<file path="src/rtl/dma_lock_arbiter.sv">
module dma_lock_arbiter #(
  parameter int NCH = 4,
  parameter int PW  = (NCH > 1) ? $clog2(NCH) : 1
) (
  input  logic              clk,
  input  logic              rst_n,
  input  logic [NCH-1:0]    req,
  input  logic [NCH*PW-1:0] prio,
  input  logic [NCH-1:0]    lock_en,
  input  logic [2*NCH-1:0]  lock_lvl,
  input  logic              blk_end,
  input  logic              xfer_end,
  output logic [NCH-1:0]    gnt
);

  logic [NCH-1:0] gnt_q, win;
  logic           locked_q, blk_scope_q;
  logic           owner_req, release_ev, hold, win_locks, win_blk;

  assign owner_req  = |(req & gnt_q);
  assign release_ev = xfer_end | (blk_scope_q & blk_end);
  assign hold       = locked_q & owner_req & ~release_ev;

  always_comb begin
    logic [PW-1:0] best_p;
    logic          found;
    win       = '0;
    best_p    = '0;
    found     = 1'b0;
    win_locks = 1'b0;
    win_blk   = 1'b0;
    for (int i = 0; i < NCH; i++) begin
      if (req[i] && (!found || prio[i*PW +: PW] > best_p)) begin
        win       = '0;
        win[i]    = 1'b1;
        best_p    = prio[i*PW +: PW];
        found     = 1'b1;
        win_locks = lock_en[i] & ~lock_lvl[2*i+1];
        win_blk   = lock_lvl[2*i];
      end
    end
  end

  always_ff @(posedge clk) begin
    if (!rst_n) begin
      gnt_q       <= '0;
      locked_q    <= 1'b0;
      blk_scope_q <= 1'b0;
    end else if (!hold) begin
      gnt_q       <= win;
      locked_q    <= win_locks;
      blk_scope_q <= win_blk;
    end
  end

  assign gnt = gnt_q;

  assert_onehot_R2: assert property (@(posedge clk) disable iff (!rst_n)
    $onehot0(gnt_q));

  assert_grant_had_req_R2: assert property (@(posedge clk) disable iff (!rst_n)
    (gnt_q != '0) |-> (($past(req) & gnt_q) != '0));

  assert_idle_no_grant_R10: assert property (@(posedge clk) disable iff (!rst_n)
    (req == '0) |=> (gnt_q == '0));

  assert_lock_holds_R6: assert property (@(posedge clk) disable iff (!rst_n)
    (locked_q && owner_req && !xfer_end && !blk_end) |=> $stable(gnt_q));

  assert_xfer_scope_ignores_blk_R7: assert property (@(posedge clk) disable iff (!rst_n)
    (locked_q && !blk_scope_q && owner_req && blk_end && !xfer_end) |=> $stable(gnt_q));

endmodule

</file>
<file path="config.mk">
export PLATFORM = sky130hd
export DESIGN_NAME = dma_lock_arbiter
export DESIGN_NICKNAME = d
export VERILOG_FILES = /design/src/rtl/dma_lock_arbiter.sv
export SDC_FILE = /design/constraint.sdc
export NUM_CORES = 1
export LEC_CHECK = 0
export CAP_MARGIN = 20
export CORE_AREA = 2 2 39 41
export DETAILED_ROUTE_END_ITERATION = 8
export DIE_AREA = 0 0 41 43
export DONT_BUFFER_PORTS = 1
export HOLD_SLACK_MARGIN = 0.02
export PLACE_DENSITY_LB_ADDON = 0.2
export SKIP_LAST_GASP = 1
export SYNTH_ARGS = -nofsm -noshare
export SYNTH_HDL_FRONTEND = slang
export SYNTH_SLANG_ARGS = --single-unit
</file>
<file path="constraint.sdc">
create_clock -name clk -period 4.65 [get_ports clk]
set_input_delay 0.2325 -clock clk [delete_from_list [all_inputs] [get_ports clk]]
set_output_delay 0.2325 -clock clk [all_outputs]
set_load 0.02 [all_outputs]
</file>
==> results.py, run 1 <==
metrics = {
    "clocking": {
        "cts_sinks": 6,
        "clk_latency_ns": 0.25,
        "cts_resized": 0,
        "ctsHtreeMaxLevel": 1,
        "cts-root-buf": "clkbuf_4",
        "ctsHoldBuffers": 0,
        "clock_tree.buffer_depth": 2,
        "cts_buffers": 3,
        "clk_pin_slew_worst_paths_ns": 0.05,
        "cts_tree": "yes",
        "post_cts.repair.setup_buffers": 0,
    },
    "critical_path": {
        "cp.required_ns": 4.80,
        "cp-start-kind": "input pin",
        "path_cells": "nand2_1 -> ha_1 -> and2b_1 -> o311ai_4 -> mux2_4 -> ha_1 -> and2b_1 -> a2bb2oi_2 -> o21a_1 -> nor2_1 -> a21oi_2 -> ha_1 -> nor2b_1 -> o211ai_1 -> and2_1 -> nor3_1 -> a311oi_1",
        "r2r_cells": 4,
        "crit_arrival_ns": 3.78,
        "path_class": "input pin to register",
        "cpPeakStageDelay_ns": 0.38,
        "slowest_stage": "o311ai_4",
        "critical_path.most_common_cell": "ha_1",
        "rrSetupSlack_ns": 2.88,
        "r2r-end": "locked_q",
        "r2r-start": "gnt[1]",
        "endpoint_kind": "register",
        "critPathMaxFanout": 8,
    },
    "route": {
        "wl_um": 1390,
        "wl_per_cell_um": 15.0,
        "antenna_left": 0,
        "routed_via_density": 5.97,
        "drtPass1Iterations": 4,
        "drtIter0Drc": 7,
        "route.detailed.drc": 0,
        "vias": 555,
    },
    "yosys": {
        "ys_warn_count": 0,
        "yosysUniqueCellTypes": 32,
        "postSynthCellCount": 75,
        "ys_seq_area_frac": 0.189,
        "ys_seq_elements": 6,
        "syn_avg_cell_area_um2": 8.46,
        "netlist_area_um2": 634,
        "syn-num-nets": 109,
    },
    "global_routing": {
        "grt-ovfl-total": 0,
        "grt_pass1_wl_um": 2250,
        "grt_util_all_layers": 0.188,
        "grt_max_degree": 13,
        "antenna_found_initial": 0,
        "grt_pass1_vias": 555,
    },
    "floorplan": {
        "die_y_um": 43,
        "die_x_um": 41,
        "ioPinCount": 32,
        "dieArea_um2": 1760,
        "initial_core_util": 0.458,
        "rows": 14,
        "core_region_area_um2": 1380,
    },
    "sta": {
        "timing.hold.ws_ns": 0.157,
        "finClkSkew_ns": 0.00651,
        "clock.fmax_mhz": 275,
        "period_needed_ns": 3.63,
        "drv_slew": 0,
        "hold_viol": 0,
        "post-route-period-util": 0.781,
        "rsz0062_at_grt": "no",
        "tns_ns": 0,
        "slew_headroom": 0.549,
        "worst_slew_pin_slew_ns": 0.677,
        "setup_viol": 0,
    },
    "finish": {
        "final_common_cell": "nand2_1",
        "syn2layout_area_growth_pct": 4.93,
        "fin_nets": 113,
        "final_cell_mix": "nand2_1, ha_1, dfxtp_1",
        "num_antenna_cells": 0,
        "final_layout_size_suffix_gt1_frac": 0.182,
    },
    "power": {
        "p_comb_frac": 0.355,
        "clock_power_share": 0.274,
        "cellLeakagePower_nw": 0.267,
        "p_int_mw": 0.117,
        "switchingPower_mw": 0.0598,
        "switching_share": 0.339,
        "power_density_nw_per_um2": 265,
        "p_seq_frac": 0.372,
        "ir_worst_vdd_mv": 0.158,
    },
    "hold_path": {
        "holdPathStages": 2,
        "worstHoldPathType": "input pin to register",
        "hold_start": "rst_n",
        "hold_end": "blk_scope_q",
    },
    "run": {
        "maxCapViolCount": 0,
    },
    "place": {
        "hpwl_um": 1190,
        "port_buffers": 0,
        "place_congestion": 0.740,
    },
    "status": {
        "status": "complete, no violations",
    },
}
## power by group through the flow
stage | Sequential, mW | Clock (mW) | Combinational, mW
5_1_grt | 0.0665 | 0.0516 | 0.0721
2_1_floorplan | 0.0654 | 0 | 0.0533
6_report | 0.0656 | 0.0484 | 0.0626
3_3_place_gp | 0.0668 | 0 | 0.0615
3_5_place_dp | 0.0668 | 0 | 0.0632
4_1_cts | 0.0658 | 0.0502 | 0.0633
## final cells by class
type / count / area (µm²)
inverters: 7 / 26.3
fillers: 141 / 718
well taps: 16 / 20.0
multi-input cells: 61 / 477
flip-flops and latches: 6 / 120
clock buffers: 3 / 22.5
## registers in the layout, summed over array words and instances (netlist names)
register	count
gnt	4
locked_q	1
blk_scope_q	1
## metrics by stage
stage | cells | total power, mW | setup WS, ns | util | cell area [µm²]
detailed placement | 90 | 0.130 | 0.747 | 0.465 | 643
global placement | 90 | 0.128 | 0.824 | 0.465 | 643
finish | 93 | 0.177 | 1.02 | 0.481 | 666
floorplan | 75 | 0.119 | 1.08 | - | 634
CTS | 93 | 0.179 | 0.997 | 0.481 | 666
global route | 93 | 0.190 | 0.707 | 0.481 | 666
## synth_stat cells (all sizes together)
master | instances | area [µm²]
nand4b | 3 | 26.3
o21a | 1 | 7.51
a21oi | 3 | 18.8
nor3b | 1 | 7.51
or3 | 1 | 6.26
nor2b | 4 | 25.0
o21ai | 4 | 20.0
a22oi | 2 | 15.0
nand3b | 2 | 15.0
nand2b | 1 | 6.26
dfxtp | 6 | 120
inv | 7 | 26.3
buf | 1 | 11.3
a221oi | 2 | 30.0
o211ai | 3 | 22.5
and4b | 1 | 11.3
a32oi | 1 | 8.76
nand2 | 7 | 26.3
a311oi | 1 | 8.76
and2b | 2 | 15.0
and2 | 3 | 18.8
a2bb2oi | 1 | 15.0
nor3 | 2 | 10.0
nand3 | 2 | 10.0
ha | 6 | 75.1
nor2 | 5 | 21.3
mux2 | 2 | 30.0
o311ai | 1 | 26.3
## critical path, delay by kind of cell
kind	cells	cell delay, ns
AO/OA/AOI/OAI	6	1.27
adder cells (fa/ha/maj)	3	0.89
multiplexers	1	0.35
AND/OR/NAND/NOR	7	1.02
## cell families after synthesis
| group | Yosys count | share of synthesized area |
|---|---|---|
| AOI/OAI and AO/OA | 19 | 0.272 |
| DFF | 6 | 0.189 |
| buffers and inverters | 8 | 0.0592 |
| and+or+nand+nor | 34 | 0.314 |
| muxes | 2 | 0.0473 |
| adders and majority gates | 6 | 0.118 |
## metal layers
layer  global-route usage  wire length (µm)  up-vias
met5                    0                 0        -
met4               0.0400                 0        0
met3               0.0890               120        0
met2                0.294               689       21
met1                0.224               582      249
li1                     -                 -      285
## how the worst max path moves through the flow
stage                start        to  slack (ns)  cells past startpoint
floorplan           req[0]    gnt[2]        1.08                     17
global placement    req[0]  locked_q        0.82                     17
detailed placement  req[0]  locked_q        0.75                     17
CTS                 req[0]  locked_q         1.0                     17
global route        req[0]  locked_q        0.71                     17
finish              req[0]  locked_q        1.02                     17
Power figures use the tool's default switching activity.
==> run 2: changes to the inputs <==
Clock period 4.65 ns to 3.7 ns, I/O delays scaled along.
==> results.py, run 2 (synthesized netlist as in run 1, its figures left out) <==
metrics = {
    "status": {
        "status": "complete, no violations",
    },
    "sta": {
        "finClkSkew_ns": 0.00349,
        "drv_slew": 0,
        "clock.fmax_mhz": 295,
        "worst_slew_pin_slew_ns": 0.706,
        "tns_ns": 0,
        "setup_slack_ns": 0.305,
        "post-route-period-util": 0.917,
        "rsz0062_at_grt": "no",
        "hold_viol": 0,
        "period_needed_ns": 3.39,
        "slew_headroom": 0.529,
        "setup_viol": 0,
    },
    "route": {
        "wl_per_cell_um": 13.9,
        "route.detailed.drc": 0,
        "routed_via_density": 5.82,
        "vias": 565,
        "drtIter0Drc": 11,
        "wl_um": 1350,
        "drtPass1Iterations": 3,
        "antenna_left": 0,
    },
    "place": {
        "hpwl_um": 1200,
        "place_congestion": 0.730,
        "place_ws_ns": 0.00801,
        "port_buffers": 0,
    },
    "critical_path": {
        "r2r-start": "gnt[1]",
        "cp-start-kind": "input pin",
        "endpoint_kind": "register",
        "slowest_stage": "mux2_4",
        "critical_path.most_common_cell": "ha_1",
        "critPathMaxFanout": 8,
        "crit_arrival_ns": 3.54,
        "path_class": "input pin to register",
        "cp.required_ns": 3.85,
        "cpPeakStageDelay_ns": 0.34,
        "startpoint": "req[0]",
        "path_cells": "nand2_1 -> ha_1 -> and2b_1 -> o311ai_4 -> mux2_4 -> ha_1 -> and2b_1 -> a2bb2oi_2 -> o21a_1 -> nor2_1 -> a21oi_2 -> ha_1 -> nor2b_1 -> o211ai_1 -> and2_4 -> nor3_1 -> a311oi_1",
    },
    "global_routing": {
        "grt_max_degree": 13,
        "grt_pass1_vias": 551,
        "antenna_found_initial": 0,
        "grt_util_all_layers": 0.186,
        "grt-ovfl-total": 0,
        "grt_pass1_wl_um": 2260,
    },
    "power": {
        "cellLeakagePower_nw": 0.290,
        "clock_power_share": 0.262,
        "switchingPower_mw": 0.0756,
        "p_comb_frac": 0.380,
        "p_int_mw": 0.155,
        "ir_worst_vdd_mv": 0.192,
        "power_density_nw_per_um2": 330,
        "p_seq_frac": 0.358,
        "switching_share": 0.328,
    },
    "clocking": {
        "ctsHoldBuffers": 0,
        "clk_pin_slew_worst_paths_ns": 0.05,
        "cts-root-buf": "clkbuf_4",
        "ctsHtreeMaxLevel": 1,
        "cts_tree": "yes",
        "clock_tree.buffer_depth": 2,
        "clk_latency_ns": 0.24,
        "post_cts.repair.setup_buffers": 0,
        "cts_buffers": 3,
        "cts_sinks": 6,
    },
    "floorplan": {
        "ioPinCount": 32,
        "core_region_area_um2": 1380,
        "rows": 14,
        "dieArea_um2": 1760,
        "initial_core_util": 0.458,
        "die_y_um": 43,
        "die_x_um": 41,
    },
    "finish": {
        "largest_reg_flops": 4,
        "final_layout_size_suffix_gt1_frac": 0.235,
        "final_common_cell": "nand2_1",
        "fin_nets": 117,
        "syn2layout_area_growth_pct": 10.1,
        "num_antenna_cells": 0,
        "final_cell_mix": "nand2_1, ha_1, dfxtp_1",
    },
    "hold_path": {
        "hold_start": "rst_n",
        "worstHoldPathType": "input pin to register",
    },
    "run": {
        "maxCapViolCount": 0,
    },
}
[run 2: changes by cell type in the layout (fill, tap and decap cells not counted), sizes merged]
cell,previous run,this run
buf,0,4
[run 2: area by class of cell]
type,instances,area (µm²)
repair buffers,4,30.0
inverters,7,26.3
flip-flops and latches,6,120
clock buffers,3,22.5
multi-input cells,61,479
fillers,151,686
well taps,16,20.0
[run 2: power by group through the flow]
stage	Sequential, mW	Combinational [mW]	Clock [mW]
CTS	0.0826	0.0869	0.0641
global route	0.0833	0.0995	0.0655
floorplan	0.0821	0.0670	0
finish	0.0824	0.0876	0.0604
detailed placement	0.0839	0.0865	0
global placement	0.0839	0.0848	0
[run 2: final timing paths]
| path | slack (ns) | endpoint | cells past startpoint |
|---|---|---|---|
| worst max-delay path | 0.31 | locked_q | 17 |
| worst min-delay path | 0.12 | blk_scope_q | 2 |
| worst max register to register | 1.91 | locked_q | 4 |
| worst min register to register | 0.52 | blk_scope_q | 2 |
[run 2: critical path, delay by kind of cell]
family,cells,cell delay [ns]
adder cells (fa/ha/maj),3,0.87
AND/OR/NAND/NOR,7,0.96
AO/OA/AOI/OAI,6,1.18
multiplexers,1,0.34
[run 2: metal layers]
metal | track usage | up-vias | routed length (µm)
met1 | 0.244 | 254 | 606
li1 | - | 293 | -
met2 | 0.281 | 18 | 648
met3 | 0.0681 | 0 | 93
met5 | 0 | - | 0
met4 | 0.0400 | 0 | 0
[run 2: through the flow]
step	cells	instance area, µm²	hold slack (ns)	total power, mW	utilization
after global placement	94	673	0.360	0.169	0.486
final	97	698	0.117	0.230	0.505
after CTS	97	696	0.111	0.234	0.503
after global routing	97	698	0.127	0.248	0.505
after floorplan	75	634	0.343	0.149	-
after detailed placement	94	673	0.371	0.170	0.486
[run 2: what timing repair did]
item,4_1_cts,5_1_grt
gates resized for setup,0,1
endpoints found under the setup margin,0,1
hold endpoints to repair,0,0
==> run 3: changes to the inputs <==
--- a/config.mk
+++ b/config.mk
@@ -15,2 +15,3 @@
 export SKIP_LAST_GASP = 1
+export SLEW_MARGIN = 20
 export SYNTH_ARGS = -nofsm -noshare
==> constraint.sdc (replaced) <==
create_clock -name clk -period 3.7 [get_ports clk]
set_input_delay 0.74 -clock clk [delete_from_list [all_inputs] [get_ports clk]]
set_output_delay 0.74 -clock clk [all_outputs]
set_load 0.02 [all_outputs]
==> results.py, run 3 (synthesized netlist as in run 1, its figures left out) <==
metrics = {
    "global_routing": {
        "grt_max_degree": 13,
        "antenna_found_initial": 0,
        "grt_pass1_wl_um": 2150,
        "grt-ovfl-total": 0,
        "grt_util_all_layers": 0.177,
        "grt_pass1_vias": 559,
    },
    "status": {
        "status": "finished, violations left",
        "violations": "setup timing",
    },
    "sta": {
        "period_needed_ns": 3.70,
        "clock.fmax_mhz": 270,
        "worst_slew_pin_slew_ns": 0.866,
        "post-route-period-util": 1.00,
        "hold_viol": 0,
        "rsz0062_at_grt": "yes",
        "slew_headroom": 0.422,
        "setup_viol": 1,
        "timing.hold.ws_ns": 0.508,
        "drv_slew": 0,
        "finClkSkew_ns": 0.00434,
        "setup_slack_ns": -0.00293,
    },
    "floorplan": {
        "die_x_um": 41,
        "dieArea_um2": 1760,
        "die_y_um": 43,
        "ioPinCount": 32,
        "core_region_area_um2": 1380,
        "rows": 14,
        "initial_core_util": 0.458,
    },
    "clocking": {
        "cts-root-buf": "clkbuf_4",
        "cts_sinks": 6,
        "clk_pin_slew_worst_paths_ns": 0.05,
        "cts_tree": "yes",
        "ctsHoldBuffers": 0,
        "clock_tree.buffer_depth": 2,
        "cts_buffers": 3,
        "ctsHtreeMaxLevel": 1,
        "clk_latency_ns": 0.24,
    },
    "critical_path": {
        "startpoint": "req[0]",
        "path_class": "input pin to register",
        "endpoint_kind": "register",
        "cp-start-kind": "input pin",
        "cp.required_ns": 3.85,
        "r2r-start": "gnt[1]",
        "crit_arrival_ns": 3.85,
        "critPathMaxFanout": 8,
    },
    "route": {
        "wl_per_cell_um": 13.7,
        "antenna_left": 0,
        "drtPass1Iterations": 2,
        "vias": 588,
        "route.detailed.drc": 0,
        "wl_um": 1400,
        "routed_via_density": 5.76,
        "drtIter0Drc": 4,
    },
    "place": {
        "place_congestion": 0.798,
        "placed_cells": 97,
        "port_buffers": 0,
        "hpwl_um": 1200,
        "dpl-instance-area_um2": 751,
    },
    "finish": {
        "syn2layout_area_growth_pct": 26.0,
        "fin_nets": 122,
        "design_area_um2": 800,
        "regArea_um2": 120,
        "largest_reg_flops": 4,
        "final_layout_size_suffix_gt1_frac": 0.372,
        "nFillCells": 132,
        "multi_input_area_um2": 543,
        "num_antenna_cells": 0,
        "final_common_cell": "buf_4",
        "final_cell_mix": "buf_4, nand2_1, dfxtp_1",
        "fin_cells": 102,
    },
    "run": {
        "maxCapViolCount": 0,
    },
    "power": {
        "ir_worst_vdd_mv": 0.234,
        "fin_total_pwr_mw": 0.248,
        "cellLeakagePower_nw": 0.326,
        "power_density_nw_per_um2": 310,
    },
    "hold_path": {
        "hold_start": "blk_scope_q",
        "worstHoldPathType": "register to register",
    },
}
run 3: power breakdown:
group	total, mW	internal [mW]	leakage (nW)	switching (mW)
logic	0.107	0.0592	0.263	0.0477
registers	0.0825	0.0724	0.0494	0.0101
clock network	0.0586	0.0366	0.0138	0.0220
run 3: routing by layer:
| layer | routed length (µm) | track usage |
|---|---|---|
| met1 | 660 | 0.233 |
| met2 | 606 | 0.263 |
| met3 | 134 | 0.0890 |
| met4 | 0 | 0.0200 |
| met5 | 0 | 0 |
run 3: through the flow:
step	TNS (ns)	utilization	setup slack [ns]
after floorplan	-0.858	-	-0.278
after global placement	-1.38	0.542	-0.312
after detailed placement	-1.63	0.542	-0.349
after CTS	-0.0360	0.559	-0.0360
after global routing	-0.512	0.578	-0.160
final	-0.00293	0.578	-0.00293
run 3: area by class of cell:
type                    instances  share of cell area
multi-input cells              61               0.679
repair buffers                  9              0.0845
well taps                      16              0.0250
inverters                       7              0.0329
flip-flops and latches          6               0.150
clock buffers                   3              0.0282
run 3: critical path, stage by stage:
cell	delay, ns
and2_4	0.14
ha_4	0.11
and2b_1	0.20
o311ai_4	0.30
mux2_4	0.36
ha_4	0.27
and2b_1	0.13
a2bb2oi_2	0.15
o21a_1	0.20
nor2_2	0.05
a21oi_2	0.10
ha_1	0.24
nor2b_1	0.13
o211ai_1	0.20
and2_4	0.21
nor3_2	0.04
a311oi_1	0.28
run 3: final timing paths:
check                                    to  slack [ns]  depth (start not counted)
worst max register to register       gnt[1]        1.82                          5
worst min register to register  blk_scope_q        0.51                          2
worst min-delay path            blk_scope_q        0.51                          2
worst max-delay path               locked_q      -0.003                         17
run 3: timing repair:
| item | 4_1_cts | 5_1_grt |
|---|---|---|
| setup buffers | 0 | 2 |
| endpoints found under the hold margin | 0 | 0 |
| gates resized for setup | 0 | 3 |
| pin swaps | 2 | 3 |
| setup endpoints to repair | 5 | 6 |
